<file path="config.mk">
export PLATFORM = sky130hd
export DESIGN_NAME = sdi_autoack_port
export DESIGN_NICKNAME = d
export VERILOG_FILES = /design/src/rtl/sdi_pkg.sv /design/src/rtl/sdi_phase_decode.sv /design/src/rtl/sdi_handshake.sv /design/src/rtl/sdi_done_flag.sv /design/src/rtl/sdi_autoack_port.sv
export SDC_FILE = /design/constraint.sdc
export NUM_CORES = 1
export LEC_CHECK = 0
export BUFFER_PORTS_ARGS = -buffer_cell sky130_fd_sc_hd__buf_2
export CORE_MARGIN = 8
export CORE_UTILIZATION = 36
export CTS_BUF_LIST = sky130_fd_sc_hd__clkbuf_16
export DETAILED_ROUTE_END_ITERATION = 6
export GPL_TIMING_DRIVEN = 0
export PLACE_DENSITY_LB_ADDON = 0.2
export SETUP_SLACK_MARGIN = 0.05
export SYNTH_ARGS = -nofsm -noshare
export SYNTH_HDL_FRONTEND = slang
export SYNTH_SLANG_ARGS = --single-unit
</file>
<file path="constraint.sdc">
create_clock -name clk -period 1.05 [get_ports clk]
set_input_delay 0.1575 -clock clk [delete_from_list [all_inputs] [get_ports clk]]
set_output_delay 0.1575 -clock clk [all_outputs]
set_load 0.05 [all_outputs]
</file>
<file path="src/rtl/sdi_pkg.sv">
package sdi_pkg;

    // SCSI control lines as seen by the initiator
    typedef struct packed {
        logic bsy;
        logic req;
        logic cd;
        logic msg;
        logic io;
    } bus_ctl_t;

    typedef enum logic [1:0] {
        PH_OTHER    = 2'd0,
        PH_DATA_IN  = 2'd1,
        PH_BUS_FREE = 2'd2
    } bus_phase_e;

    // Phase classification; only meaningful while READ(6) is active
    function automatic bus_phase_e classify(input logic is_read6, input bus_ctl_t c);
        if (!is_read6)
            return PH_OTHER;
        if (c.bsy && c.req && !c.cd && !c.msg && c.io)
            return PH_DATA_IN;
        if (c == '0)
            return PH_BUS_FREE;
        return PH_OTHER;
    endfunction

endpackage

</file>
<file path="src/rtl/sdi_phase_decode.sv">
module sdi_phase_decode
    import sdi_pkg::*;
(
    input  logic       clk,
    input  logic       rst,
    input  logic       is_read6,
    input  bus_ctl_t   ctl,
    output bus_phase_e phase,
    output logic       req_rise
);
    logic req_q;

    always_ff @(posedge clk) begin
        if (rst) req_q <= 1'b0;
        else     req_q <= ctl.req;
    end

    always_comb begin
        phase    = classify(is_read6, ctl);
        req_rise = ctl.req && !req_q;
    end

endmodule

</file>
<file path="src/rtl/sdi_handshake.sv">
module sdi_handshake
    import sdi_pkg::*;
(
    input  logic       clk,
    input  logic       rst,
    input  logic       rd_hit,
    input  bus_phase_e phase,
    input  logic       req_now,
    input  logic       req_rise,
    input  logic       done_set,
    output logic       datain_read,
    output logic       ack,
    output logic       stall
);
    logic ack_q, stall_q;

    assign datain_read = rd_hit && (phase == PH_DATA_IN);
    assign ack   = ack_q;
    assign stall = stall_q;

    always_ff @(posedge clk) begin
        if (rst) begin
            ack_q   <= 1'b0;
            stall_q <= 1'b0;
        end else begin
            if (ack_q && !req_now) ack_q   <= 1'b0;
            if (done_set)          ack_q   <= 1'b0;
            if (stall_q && req_rise) stall_q <= 1'b0;
            if (datain_read) begin
                ack_q   <= 1'b1;
                stall_q <= 1'b1;
            end
        end
    end

    AST_ACK_FROM_READ: assert property (@(posedge clk) disable iff (rst)
        $rose(ack_q) |-> $past(rd_hit && phase == PH_DATA_IN));
    AST_ACK_DROP: assert property (@(posedge clk) disable iff (rst)
        (ack_q && !req_now && !datain_read) |=> !ack_q);
    AST_STALL_HOLD: assert property (@(posedge clk) disable iff (rst)
        (stall_q && !req_rise) |=> stall_q);
    AST_STALL_DROP: assert property (@(posedge clk) disable iff (rst)
        (stall_q && req_rise && !datain_read) |=> !stall_q);

endmodule

</file>
<file path="src/rtl/sdi_done_flag.sv">
module sdi_done_flag
    import sdi_pkg::*;
(
    input  logic       clk,
    input  logic       rst,
    input  logic       rd_hit,
    input  logic       datain_read,
    input  bus_phase_e phase,
    input  logic       irq_clr,
    output logic       done_set,
    output logic       irq
);
    logic checked_q, irq_q;

    assign done_set = rd_hit && !checked_q && (phase == PH_BUS_FREE);
    assign irq      = irq_q;

    always_ff @(posedge clk) begin
        if (rst) begin
            checked_q <= 1'b1;
            irq_q     <= 1'b0;
        end else begin
            if (datain_read) checked_q <= 1'b0;
            if (done_set)    checked_q <= 1'b1;
            if (irq_clr)     irq_q     <= 1'b0;
            if (done_set)    irq_q     <= 1'b1;
        end
    end

    AST_IRQ_HOLD: assert property (@(posedge clk) disable iff (rst)
        (irq_q && !irq_clr) |=> irq_q);
    AST_SET_WINS: assert property (@(posedge clk) disable iff (rst)
        (done_set && irq_clr) |=> irq_q);
    AST_IRQ_CAUSE: assert property (@(posedge clk) disable iff (rst)
        $rose(irq_q) |-> $past(rd_hit && phase == PH_BUS_FREE));
    AST_NO_REARM: assert property (@(posedge clk) disable iff (rst)
        (checked_q && !datain_read) |=> checked_q);

endmodule

</file>
<file path="src/rtl/sdi_autoack_port.sv">
module sdi_autoack_port
    import sdi_pkg::*;
#(
    parameter int ADDR_W  = 4,
    parameter int DATA_W  = 8,
    parameter int NUM_OFS = 2,
    parameter logic [NUM_OFS-1:0][ADDR_W-1:0] PORT_OFS = {4'h8, 4'h1}
) (
    input  logic              clk,
    input  logic              rst,
    input  logic              cpu_rd,
    input  logic [ADDR_W-1:0] cpu_addr,
    output logic [DATA_W-1:0] cpu_rdata,
    input  logic              irq_clr,
    input  logic              cmd_is_read6,
    input  logic              bus_bsy,
    input  logic              bus_req,
    input  logic              bus_cd,
    input  logic              bus_msg,
    input  logic              bus_io,
    input  logic [DATA_W-1:0] bus_data,
    output logic              bus_ack,
    output logic              cpu_stall,
    output logic              irq_done
);
    bus_ctl_t          ctl;
    bus_phase_e        phase;
    logic              req_rise, rd_hit, datain_read, done_set;
    logic [NUM_OFS-1:0] ofs_match;
    logic [DATA_W-1:0] rdata_q;

    assign ctl = '{bsy: bus_bsy, req: bus_req, cd: bus_cd, msg: bus_msg, io: bus_io};

    for (genvar g = 0; g < NUM_OFS; g++) begin : g_ofs
        assign ofs_match[g] = (cpu_addr == PORT_OFS[g]);
    end
    assign rd_hit = cpu_rd && (|ofs_match);

    sdi_phase_decode u_dec (
        .clk(clk), .rst(rst), .is_read6(cmd_is_read6), .ctl(ctl),
        .phase(phase), .req_rise(req_rise)
    );

    sdi_handshake u_hs (
        .clk(clk), .rst(rst), .rd_hit(rd_hit), .phase(phase),
        .req_now(bus_req), .req_rise(req_rise), .done_set(done_set),
        .datain_read(datain_read), .ack(bus_ack), .stall(cpu_stall)
    );

    sdi_done_flag u_done (
        .clk(clk), .rst(rst), .rd_hit(rd_hit), .datain_read(datain_read),
        .phase(phase), .irq_clr(irq_clr), .done_set(done_set), .irq(irq_done)
    );

    always_ff @(posedge clk) begin
        if (rst)         rdata_q <= '0;
        else if (rd_hit) rdata_q <= bus_data;
    end
    assign cpu_rdata = rdata_q;

    AST_RDATA_CAPTURE: assert property (@(posedge clk) disable iff (rst)
        rd_hit |=> (cpu_rdata == $past(bus_data)));
    AST_RDATA_STABLE: assert property (@(posedge clk) disable iff (rst)
        !rd_hit |=> $stable(cpu_rdata));

endmodule

</file>
# [Word-level counts from Yosys, hierarchy flattened]
# Cells that the tools add are included.
[word_totals] regBits=13 inputBits=22 elab_cells=50
[classes] eq_ne=4 n_mux=18 reduce_logical=22
[ops] op="1-bit 2-to-1 mux" count=12
[ops] op="2-bit 2-to-1 mux" count=6
[ops] op="1-bit logical AND" count=11
[ops] op="1-bit zero test" count=5
[ops] op="5-bit zero test" count=1
[ops] op="4-bit by 1-bit == test with 1-bit output, second input constant" count=1
[ops] op="4-bit == test, second input constant" count=1
[ops] op="2-bit nonzero test" count=2
[ops] op="2-bit OR reduction" count=2
[ops] op="3-bit nonzero test" count=1
[ops] op="2-bit by 1-bit == test with 1-bit output, second input constant" count=1
[ops] op="2-bit == test, second input constant" count=1

# [Longest topological paths before layout]
# Gate-level depths: netlist (run 1).
[logic_depth] ltp_word=15 mapped_depth=4

# [Cells and area by module]
# Synthesis (run 1) repeated with hierarchy kept, for this count alone.
[hier_totals] hier_cells=58 area_unflattened_um2=630.6
[modules_own_cells] module="sdi_autoack_port" n_inst=1 cells_each=36 area_each_um2=387.9 seq_area_each_um2=160.2
[modules_own_cells] module="sdi_handshake" n_inst=1 cells_each=8 area_each_um2=87.6 seq_area_each_um2=40.0
[modules_own_cells] module="sdi_done_flag" n_inst=1 cells_each=7 area_each_um2=85.1 seq_area_each_um2=40.0
[modules_own_cells] module="sdi_phase_decode" n_inst=1 cells_each=7 area_each_um2=70.1 seq_area_each_um2=20.0

# [Worst setup path after synthesis (run 1)]
# OpenSTA, ideal clock, no wires.
[synth_path] path_kind="input to register" startpoint="input cpu_addr[2]" endpoint="register u_done.checked_q" setup_time_ps=122 arrival_ps=989 t_required_ps=928 path_slack_ps=-61 stages=4 path_buffers=1 cell_sequence="nor3b_1 > buf_4 > nand4_4 > a221o_1"
[synth_via] elab_chain_len=6 elab_cells_between_ends=8 cone_classes="eq/ne: 2; reduce/logical: 6"
[synth_rtl] element="start: declaration" line_no="sdi_autoack_port.sv:12" text="input logic [ADDR_W-1:0] cpu_addr,"
[synth_rtl] element="4-bit by 1-bit == test with 1-bit output / 4-bit == test (equally long branches)" line_no="sdi_autoack_port.sv:35" text="assign ofs_match[g] = (cpu_addr == PORT_OFS[g]);"
[synth_rtl] element="2-bit OR reduction (*)" line_no="sdi_autoack_port.sv:37" text="assign rd_hit = cpu_rd && (|ofs_match);"
[synth_rtl] element="1-bit logical AND (*)" line_no="sdi_autoack_port.sv:37"
[synth_rtl] element="1-bit logical AND (2 in a row)" line_no="sdi_done_flag.sv:15" text="assign done_set = rd_hit && !checked_q && (phase == PH_BUS_FREE);"
[synth_rtl] element="2-bit OR reduction (no source line)"
[synth_rtl] element="end signal: assignment" line_no="sdi_done_flag.sv:20" text="checked_q <= 1'b1;"
[synth_rtl] element="end signal: assignment" line_no="sdi_done_flag.sv:23" text="if (datain_read) checked_q <= 1'b0;"
[synth_rtl] element="end signal: assignment" line_no="sdi_done_flag.sv:24" text="if (done_set) checked_q <= 1'b1;"
[synth_rtl] element="end: declaration" line_no="sdi_done_flag.sv:13" text="logic checked_q, irq_q;"
# Mark *: on every way between the ends. The rest lies on a longest branch, timed or not.
# A chain may end at the register's enable or synchronous reset.

# [Worst setup path in the final report (run 1)]
[layout_path] startpoint="register rdata_q[7], in the netlist cpu_rdata[7]" endpoint="output cpu_rdata[7]"
[layout_lines] element="start: declaration" line_no="sdi_autoack_port.sv:30" text="logic [DATA_W-1:0] rdata_q;"
[layout_lines] element="start signal: assignment" line_no="sdi_autoack_port.sv:57" text="else if (rd_hit) rdata_q <= bus_data;"
[layout_lines] element="end: declaration" line_no="sdi_autoack_port.sv:13" text="output logic [DATA_W-1:0] cpu_rdata,"
# No word-level cell between the ends.

==> results_dict.tcl, run 1 <==
set metrics [dict create \
    fmax_mhz 1030 \
    grtUsageMet3_pct 2.67 \
    clockBufferDepth 2 \
    synth.distinct_cells 21 \
    cp.depth 1 \
    grt_overflow_total 0 \
    die-height_um 55.1 \
    fp.dieArea_um2 3040 \
    slew_headroom_pct 70.1 \
    slew_viol_final 0 \
    syn_to_final_growth_pct 64.5 \
    portBuffers 32 \
    clk_latency_ns 0.24 \
    syn_nets 82 \
    netlist_area_um2 551 \
    min_from "rst" \
    cp-start-kind "register" \
    busiest_layer "met2" \
    yosys.area.top_type "dfxtp_1" \
    required_ns 0.89 \
    fillCellCount 138 \
    ios 33 \
    r2r_slack_ns 0.22 \
    synth_area_leaders "dfxtp_1 47%, a21oi_1 10%, o21ai_0 8.2%" \
    grtUsageMet1_pct 13.0 \
    cts_tree "yes" \
    synth_edf_count 0 \
    core-area_um2 1470 \
    drt-total-wl_um 1510 \
    critPathCaptureType "output port" \
    worstMarginPinSlew_ns 0.448 \
    crit_path_start "cpu_rdata[7]$_SDFFE_PP0P_" \
    cts_inserted_buffers 3 \
    avgSynthCellArea_um2 9.18 \
    setup_viol 0 \
    antenna_found_initial 0 \
    root_buffer "clkbuf_16" \
    drc 0 \
    drtAntennaViolNets 0 \
    n_antenna_cell 0 \
    post-route-period-util_pct 92.4 \
    fin_crit_ns 0.971 \
    fp.dieW_um 55.1 \
    path_cells "buf_2" \
    worstReg2RegEnd "u_done.irq$_SDFFE_PP0P_" \
    drt_iter0_drc 13 \
    row_count 14 \
    synth_warnings 0 \
    wl_per_cell_um 12.9 \
    critPathTopFamily "flip-flops" \
    cp_max_fo 2 \
    synth_top_flop_cell "dfxtp_1" \
    vias_per_cell 4.97 \
    p_per_area_nw_per_um2 1540 \
    htreeDepth 1 \
    crit_buf_inv 1 \
    async_flop_share_pct 0 \
    grt_max_degree 11 \
    fin_skew_ns 0.000420 \
    cp.arrival_ns 0.81 \
    path_class "reg -> out" \
    grt_pass1_vias 539 \
    p_leak_nw 0.409 \
    track_usage_pct 10.5 \
    rsz0062_at_grt "false" \
    layout.nets 124 \
    fin_setup_tns_ns 0 \
    num_vias 582 \
    dp_hpwl_um 1110 \
    use_met2_pct 15.3 \
    ir_drop_mv 0.842 \
    seq_area_frac_synth_pct 47.3 \
    start_util_pct 37.4 \
    routabilityCongestion 0.721 \
    ff2ff_path_depth 3 \
    clk_pin_slew_ns 0.04 \
    max_stage_delay_ns 0.32 \
    place_inst 108 \
    yosysTopAreaCellShare_pct 47.3 \
    hold_depth 2 \
    grt_pass1_wl_um 2350 \
    final_hold_viol_count 0 \
    drive_gt1_share_pct 49.5 \
    synth_seq_cells 13 \
    dr.pass1.iters 4 \
    worst_r2r_startpoint "u_done.checked_q$_SDFFE_PP1P_" \
    clock-sinks 13 \
    hold_end "u_hs.stall$_SDFFE_PP0P_" \
    hold_path_class "in -> reg" \
    synthCells 60 \
    cap_violations 0 \
    cp_slowest_cell "dfxtp_1" \
    fin_cells 117 \
    status "finished clean" \
]
-- logic make-up after synthesis --
kind of cell	share of synthesized area [%]
simple gates	24.8
compound gates	20.0
flops	47.3
xor+xnor	3.18
buf+inv	4.77
-- what timing repair did --
| action | CTS | global route |
|---|---|---|
| setup buffers | 0 | 5 |
| pin swaps | 0 | 3 |
| gates cloned | 0 | 0 |
| resized for setup | 2 | 8 |
| hold buffers | 0 | 0 |
| endpoints found under the setup margin | 2 | 16 |
-- stage by stage --
stage               hold slack, ns  power, W  setup slack (ns)  cell area [um^2]  util, %
floorplan                    0.227  0.000610          -0.00702               568        -
global placement             0.368  0.000678            -0.208               748     50.9
detailed placement           0.369  0.000679            -0.205               748     50.9
CTS                          0.125   0.00138            0.0553               837     56.9
global route                 0.129   0.00147            0.0514               906     61.6
finish                       0.125   0.00139            0.0794               906     61.6
-- cells in the final DEF, fill, tap and decap left out, drive strengths merged, types with 2 or more instances in the layout --
| cell | synthesis | final |
|---|---|---|
| inv | 1 | 2 |
| dfxtp | 13 | 13 |
| clkbuf | 2 | 11 |
| a21oi | 11 | 11 |
| o21ai | 9 | 9 |
| nor3b | 2 | 2 |
| and3 | 2 | 2 |
| nand4 | 2 | 2 |
| buf | 2 | 33 |
| nand3 | 8 | 8 |
-- layout make-up --
type                    instances  area [um^2]  area share [%]
plain buffers                   4         36.3            4.01
clock buffers                   3         75.1            8.29
clock inverters                 1         3.75           0.414
inverters                       1         3.75           0.414
multi-input cells              42          294            32.5
flip-flops and latches         13          260            28.7
well taps                      16         20.0            2.21
repair buffers                 37          213            23.5
-- synth_stat cells (all sizes together) (2+ instances only) --
library cell,instances
dfxtp,13
a21oi,11
o21ai,9
nand3,8
and3,2
buf,2
clkbuf,2
nand4,2
nor3b,2
-- worst max-delay path by stage --
stage	end	slack, ns
finish	cpu_rdata[7]	0.08
global route	cpu_rdata[1]	0.05
CTS	u_done.checked_q$_SDFFE_PP1P_	0.06
detailed placement	u_done.checked_q$_SDFFE_PP1P_	-0.20
floorplan	u_done.checked_q$_SDFFE_PP1P_	-0.007
global placement	u_done.checked_q$_SDFFE_PP1P_	-0.21
-- flip-flops by register name (all words and copies together) (netlist names) --
signal and flops:
u_hs.ack 1, u_done.irq 1, u_hs.stall 1, u_done.checked_q 1
cpu_rdata 8, u_dec.req_q 1
-- power breakdown --
group | total (W) | internal [W] | switching, W
combinational | 0.000190 | 0.0000844 | 0.000106
clock | 0.000696 | 0.000501 | 0.000195
sequential | 0.000508 | 0.000505 | 0.00000376
-- layer usage --
metal / wire length (um) / vias up
met5: 0 / -
met4: 25 / 0
met3: 141 / 2
met2: 696 / 25
met1: 649 / 252
li1: - / 303
(Power assumes the default switching activity.)
==> run 2, diff against run 1 <==
CORE_MARGIN = 3   (was 8)
CORE_UTILIZATION = 40   (was 36)
clock period = 1.1 ns   (was 1.05 ns; I/O delays follow)
==> run 2 against run 1 <==
  * Core utilization increased by 7.9 points
  * Critical path depth rose by 4
  * Sequential power shrank 4.5%
  * Via count fell by 2.6%
  * Power is 6.5% lower
  * Routed wire length fell by 12%
  * Critical path type is now in -> reg
  * Critical endpoint is now u_done.checked_q$_SDFFE_PP1P_
==> results_dict.tcl, run 2 (synthesized netlist as in run 1, its figures left out) <==
set metrics [dict create \
    hold_buffers 0 \
    worstReg2RegEnd "u_done.irq$_SDFFE_PP0P_" \
    antenna_found_initial 0 \
    rsz0062_at_grt "true" \
    min_from "rst" \
    worst_r2r_startpoint "u_done.checked_q$_SDFFE_PP1P_" \
    path_cells "buf_2 > nor3b_2 > buf_6 > nand4_4 > a221o_1" \
    finalPower_w 0.00130 \
    worstMarginPinSlew_ns 0.598 \
    grt_pass1_vias 523 \
    fmax_mhz 1000 \
    required_ns 1.23 \
    r2r_slack_ns 0.11 \
    clk_pin_slew_ns 0.05 \
    critPathCaptureType "register" \
    slew_viol_final 0 \
    htreeDepth 1 \
    portBuffers 32 \
    cts_setup_buffers 0 \
    grt_max_degree 11 \
    path_class "in -> reg" \
    n_antenna_cell 0 \
    placed_area_um2 746 \
    dr.pass1.iters 4 \
    grt_overflow_total 0 \
    fin_util_pct 69.5 \
    ff2ff_path_depth 3 \
    max_stage_delay_ns 0.35 \
    p_leak_nw 0.380 \
    grt_pass1_wl_um 2140 \
    status "finished clean" \
    cp.arrival_ns 1.12 \
    fillCellCount 119 \
    ios 33 \
    cts_resized 0 \
    post-place-ws_ns -0.165 \
    drtAntennaViolNets 0 \
    ir_drop_mv 0.831 \
    layout.nets 119 \
    routabilityCongestion 0.669 \
    largest_reg_flops 8 \
    post-route-period-util_pct 90.5 \
    hold_depth 2 \
    start_util_pct 45.8 \
    wl_per_cell_um 12.0 \
    slew_headroom_pct 59.9 \
    num_vias 567 \
    drc 0 \
    final_hold_viol_count 0 \
    clock-sinks 13 \
    cts_tree "yes" \
    cts_inserted_buffers 3 \
    fp.dieArea_um2 1860 \
    cp_max_fo 10 \
    drt-total-wl_um 1330 \
    clk_latency_ns 0.24 \
    setup_viol 0 \
    crit_buf_inv 2 \
    clockBufferDepth 2 \
    critPathTopFamily "compound AO/OA/AOI/OAI gates" \
    fin_setup_tns_ns 0 \
    p_per_area_nw_per_um2 1560 \
    fin_crit_ns 0.996 \
    drt_iter0_drc 10 \
    cap_violations 0 \
    fin_ws_ns 0.104 \
    drive_gt1_share_pct 45.8 \
    core-area_um2 1200 \
    hold_path_class "in -> reg" \
    fp.dieW_um 43.1 \
    cp-start-kind "input port" \
    fin_skew_ns 0.000193 \
    row_count 12 \
    die-height_um 43.1 \
    cp_slowest_cell "a221o_1" \
    postLayoutCellArea_um2 835 \
    hold_end "u_hs.stall$_SDFFE_PP0P_" \
    root_buffer "clkbuf_16" \
    layout_commonest_cell "buf_2" \
    final_cell_mix "32 x buf_2, 13 x dfxtp_1, 11 x a21oi_1, 8 x nand3_1, 8 x o21ai_1" \
    track_usage_pct 15.0 \
    dp_hpwl_um 1000 \
    syn_to_final_growth_pct 51.6 \
    vias_per_cell 5.15 \
]
-- run 2: stage by stage --
stage / hold WS, ns / instances
after global placement: 0.375 / 106
after floorplan: 0.234 / 60
after global routing: 0.146 / 110
after CTS: 0.131 / 110
final: 0.138 / 110
after detailed placement: 0.381 / 106
-- run 2: worst max path at each step --
stage | start | to | depth (start not counted)
floorplan | cpu_addr[2] | u_done.checked_q$_SDFFE_PP1P_ | 4
detailed placement | cpu_addr[2] | u_done.checked_q$_SDFFE_PP1P_ | 5
global placement | cpu_addr[2] | u_done.checked_q$_SDFFE_PP1P_ | 5
finish | cpu_addr[2] | u_done.checked_q$_SDFFE_PP1P_ | 5
global route | cpu_addr[2] | u_done.checked_q$_SDFFE_PP1P_ | 5
CTS | u_done.checked_q$_SDFFE_PP1P_ | u_done.irq$_SDFFE_PP0P_ | 3
-- run 2: cell type report --
type | instances | area, um^2 | area share (%)
multi-input cells | 42 | 278 | 33.3
flip-flops and latches | 13 | 260 | 31.2
repair buffers | 32 | 160 | 19.2
clock buffers | 3 | 75.1 | 9.00
plain buffers | 4 | 36.3 | 4.35
well taps | 14 | 17.5 | 2.10
clock inverters | 1 | 3.75 | 0.450
inverters | 1 | 3.75 | 0.450
-- run 2: power by group --
group          leakage [nW]  switching, W  total, W  internal (W)
Clock                0.0423      0.000184  0.000662      0.000478
Sequential            0.105    0.00000352  0.000485      0.000482
Combinational         0.232     0.0000935  0.000156     0.0000622
Total                 0.380      0.000281   0.00130       0.00102
-- run 2: metal layers --
layer | share of wire, % | track usage (%) | vias up
met5 | 0 | 0 | -
met2 | 47 | 23.6 | 25
met4 | 0 | 5.42 | 0
li1 | - | - | 291
met1 | 44 | 18.7 | 251
met3 | 8.5 | 5.08 | 0
==> run 3, diff against run 2 <==
--- a/config.mk
+++ b/config.mk
@@ -7,4 +7,5 @@
 export LEC_CHECK = 0
 export BUFFER_PORTS_ARGS = -buffer_cell sky130_fd_sc_hd__buf_2
+export CAP_MARGIN = 20
 export CORE_MARGIN = 3
 export CORE_UTILIZATION = 40
==> constraint.sdc (replaced) <==
create_clock -name clk -period 1.1 [get_ports clk]
set_input_delay 0.055 -clock clk [delete_from_list [all_inputs] [get_ports clk]]
set_output_delay 0.055 -clock clk [all_outputs]
set_load 0.05 [all_outputs]
==> run 3 against run 2 <==
  * Combinational power is 4% lower
  * First-iteration DRC count is 10% higher
  * Critical path depth is 2 lower
  * Sequential power hardly changed
  * Clock-buffer cell count stayed put
  * Die area stayed put
==> results_dict.tcl, run 3 (synthesized netlist as in run 1, its figures left out) <==
set metrics [dict create \
    final_hold_viol_count 0 \
    cp-start-kind "register" \
    p_switching_w 0.000285 \
    critPathTopFamily "simple AND/OR/NAND/NOR gates" \
    fin_ws_ns 0.0776 \
    largest_reg_flops 8 \
    dr.pass1.iters 4 \
    p_leak_nw 0.370 \
    crit_buf_inv 0 \
    cts_resized 0 \
    fin_skew_ns 0.0000638 \
    clk_pin_slew_ns 0.04 \
    dp_hpwl_um 1060 \
    p_comb_share_pct 11.5 \
    htreeDepth 1 \
    n_antenna_cell 0 \
    worstMarginPinSlew_ns 0.545 \
    fin_util_pct 67.7 \
    post-route-period-util_pct 92.9 \
    status "finished clean" \
    min_from "rst" \
    cp_slowest_cell "nor4_2" \
    r2r_slack_ns 0.08 \
    fin_crit_ns 1.02 \
    final_cell_mix "32 x buf_2, 13 x dfxtp_1, 11 x a21oi_1, 9 x o21ai_0, 8 x nand3_1" \
    setup_viol 0 \
    hold_buffers 0 \
    drt-total-wl_um 1510 \
    track_usage_pct 17.6 \
    antenna_found_initial 0 \
    routabilityCongestion 0.726 \
    rsz0062_at_grt "false" \
    drt_iter0_drc 11 \
    ff2ff_path_depth 3 \
    path_cells "nor4_2 > nand4_1 > a21oi_1" \
    p_int_w 0.00102 \
    p_clk_share_pct 51.3 \
    row_count 12 \
    critPathCaptureType "register" \
    clk_latency_ns 0.24 \
    core-area_um2 1200 \
    grt_pass1_vias 566 \
    cp_max_fo 2 \
    start_util_pct 45.8 \
    die-height_um 43.1 \
    hold_end "u_hs.stall$_SDFFE_PP0P_" \
    cap_violations 0 \
    syn_to_final_growth_pct 47.7 \
    worstReg2RegEnd "u_done.irq$_SDFFE_PP0P_" \
    p_sw_share_pct 21.9 \
    fp.dieArea_um2 1860 \
    clockBufferDepth 2 \
    grt_overflow_total 0 \
    slew_viol_final 0 \
    drc 0 \
    layout.nets 119 \
    grt_pass1_wl_um 2460 \
    num_vias 582 \
    layout_commonest_cell "buf_2" \
    slew_headroom_pct 63.4 \
    wl_per_cell_um 13.8 \
    ios 33 \
    path_class "reg -> reg" \
    drive_gt1_share_pct 43.8 \
    vias_per_cell 5.29 \
    required_ns 1.27 \
    p_per_area_nw_per_um2 1600 \
    grt_max_degree 11 \
    cts_tree "yes" \
    fmax_mhz 978 \
    portBuffers 32 \
    drtAntennaViolNets 0 \
    clock-sinks 13 \
    hold_depth 2 \
    worst_r2r_startpoint "u_done.checked_q$_SDFFE_PP1P_" \
    seqPwrFrac_pct 37.3 \
    finalPower_w 0.00130 \
    cts_inserted_buffers 3 \
    fp.dieW_um 43.1 \
    hold_path_class "in -> reg" \
    root_buffer "clkbuf_16" \
    cp.arrival_ns 1.19 \
    ir_drop_mv 0.890 \
    post-place-ws_ns -0.123 \
    cts_setup_buffers 0 \
    cp.depth 3 \
    max_stage_delay_ns 0.36 \
]
==> run 3: changes by cell type in the layout (fill, tap and decap cells not counted) <==
| cell | before | now |
|---|---|---|
| o21ai_0 | 1 | 9 |
| o21ai_1 | 8 | 0 |
| buf_4 | 1 | 2 |
| buf_6 | 1 | 0 |
| clkbuf_1 | 1 | 2 |
| clkbuf_8 | 1 | 0 |
| nor3b_1 | 0 | 1 |
| nor3b_2 | 1 | 0 |
| or3b_2 | 0 | 1 |
| or3b_4 | 1 | 0 |
==> run 3: metal layers <==
layer | vias up | global-route usage (%) | wire length [um]
met4 | 0 | 7.23 | 25
met5 | - | 0 | 0
met3 | 4 | 4.24 | 113
met1 | 263 | 20.2 | 623
met2 | 23 | 30.7 | 752
li1 | 292 | - | -
==> run 3: power groups by stage <==
stage | Sequential (W) | Combinational [W] | Clock (W)
after floorplan | 0.000518 | 0.0000568 | 0
after global placement | 0.000493 | 0.000144 | 0
after detailed placement | 0.000494 | 0.000147 | 0
after CTS | 0.000485 | 0.000148 | 0.000674
after global routing | 0.000486 | 0.000162 | 0.000700
final | 0.000485 | 0.000149 | 0.000668
==> run 3: cell type report <==
cell class	instances	area, um^2
timing repair buffer	32	160
inverter	1	3.75
buffer	4	22.5
sequential	13	260
fill	107	388
clock buffer	3	75.1
clock inverter	1	3.75
multi-input combinational	42	270
tap	14	17.5
==> run 3: worst max path at each step <==
stage	to	startpoint
3_5_place_dp	u_done.checked_q$_SDFFE_PP1P_	cpu_addr[2]
2_1_floorplan	u_done.checked_q$_SDFFE_PP1P_	cpu_addr[2]
6_report	u_done.irq$_SDFFE_PP0P_	u_done.checked_q$_SDFFE_PP1P_
3_3_place_gp	u_done.checked_q$_SDFFE_PP1P_	cpu_addr[2]
5_1_grt	u_done.irq$_SDFFE_PP0P_	u_done.checked_q$_SDFFE_PP1P_
4_1_cts	u_done.irq$_SDFFE_PP0P_	u_done.checked_q$_SDFFE_PP1P_
==> run 3: through the flow <==
| stage | setup TNS, ns | instance area (um^2) | hold slack, ns | std cells |
|---|---|---|---|---|
| after floorplan | 0 | 551 | 0.124 | 60 |
| after global placement | -0.756 | 728 | 0.264 | 106 |
| after detailed placement | -0.819 | 728 | 0.269 | 106 |
| after CTS | 0 | 807 | 0.0197 | 110 |
| after global routing | 0 | 813 | 0.0331 | 110 |
| final | 0 | 813 | 0.0219 | 110 |
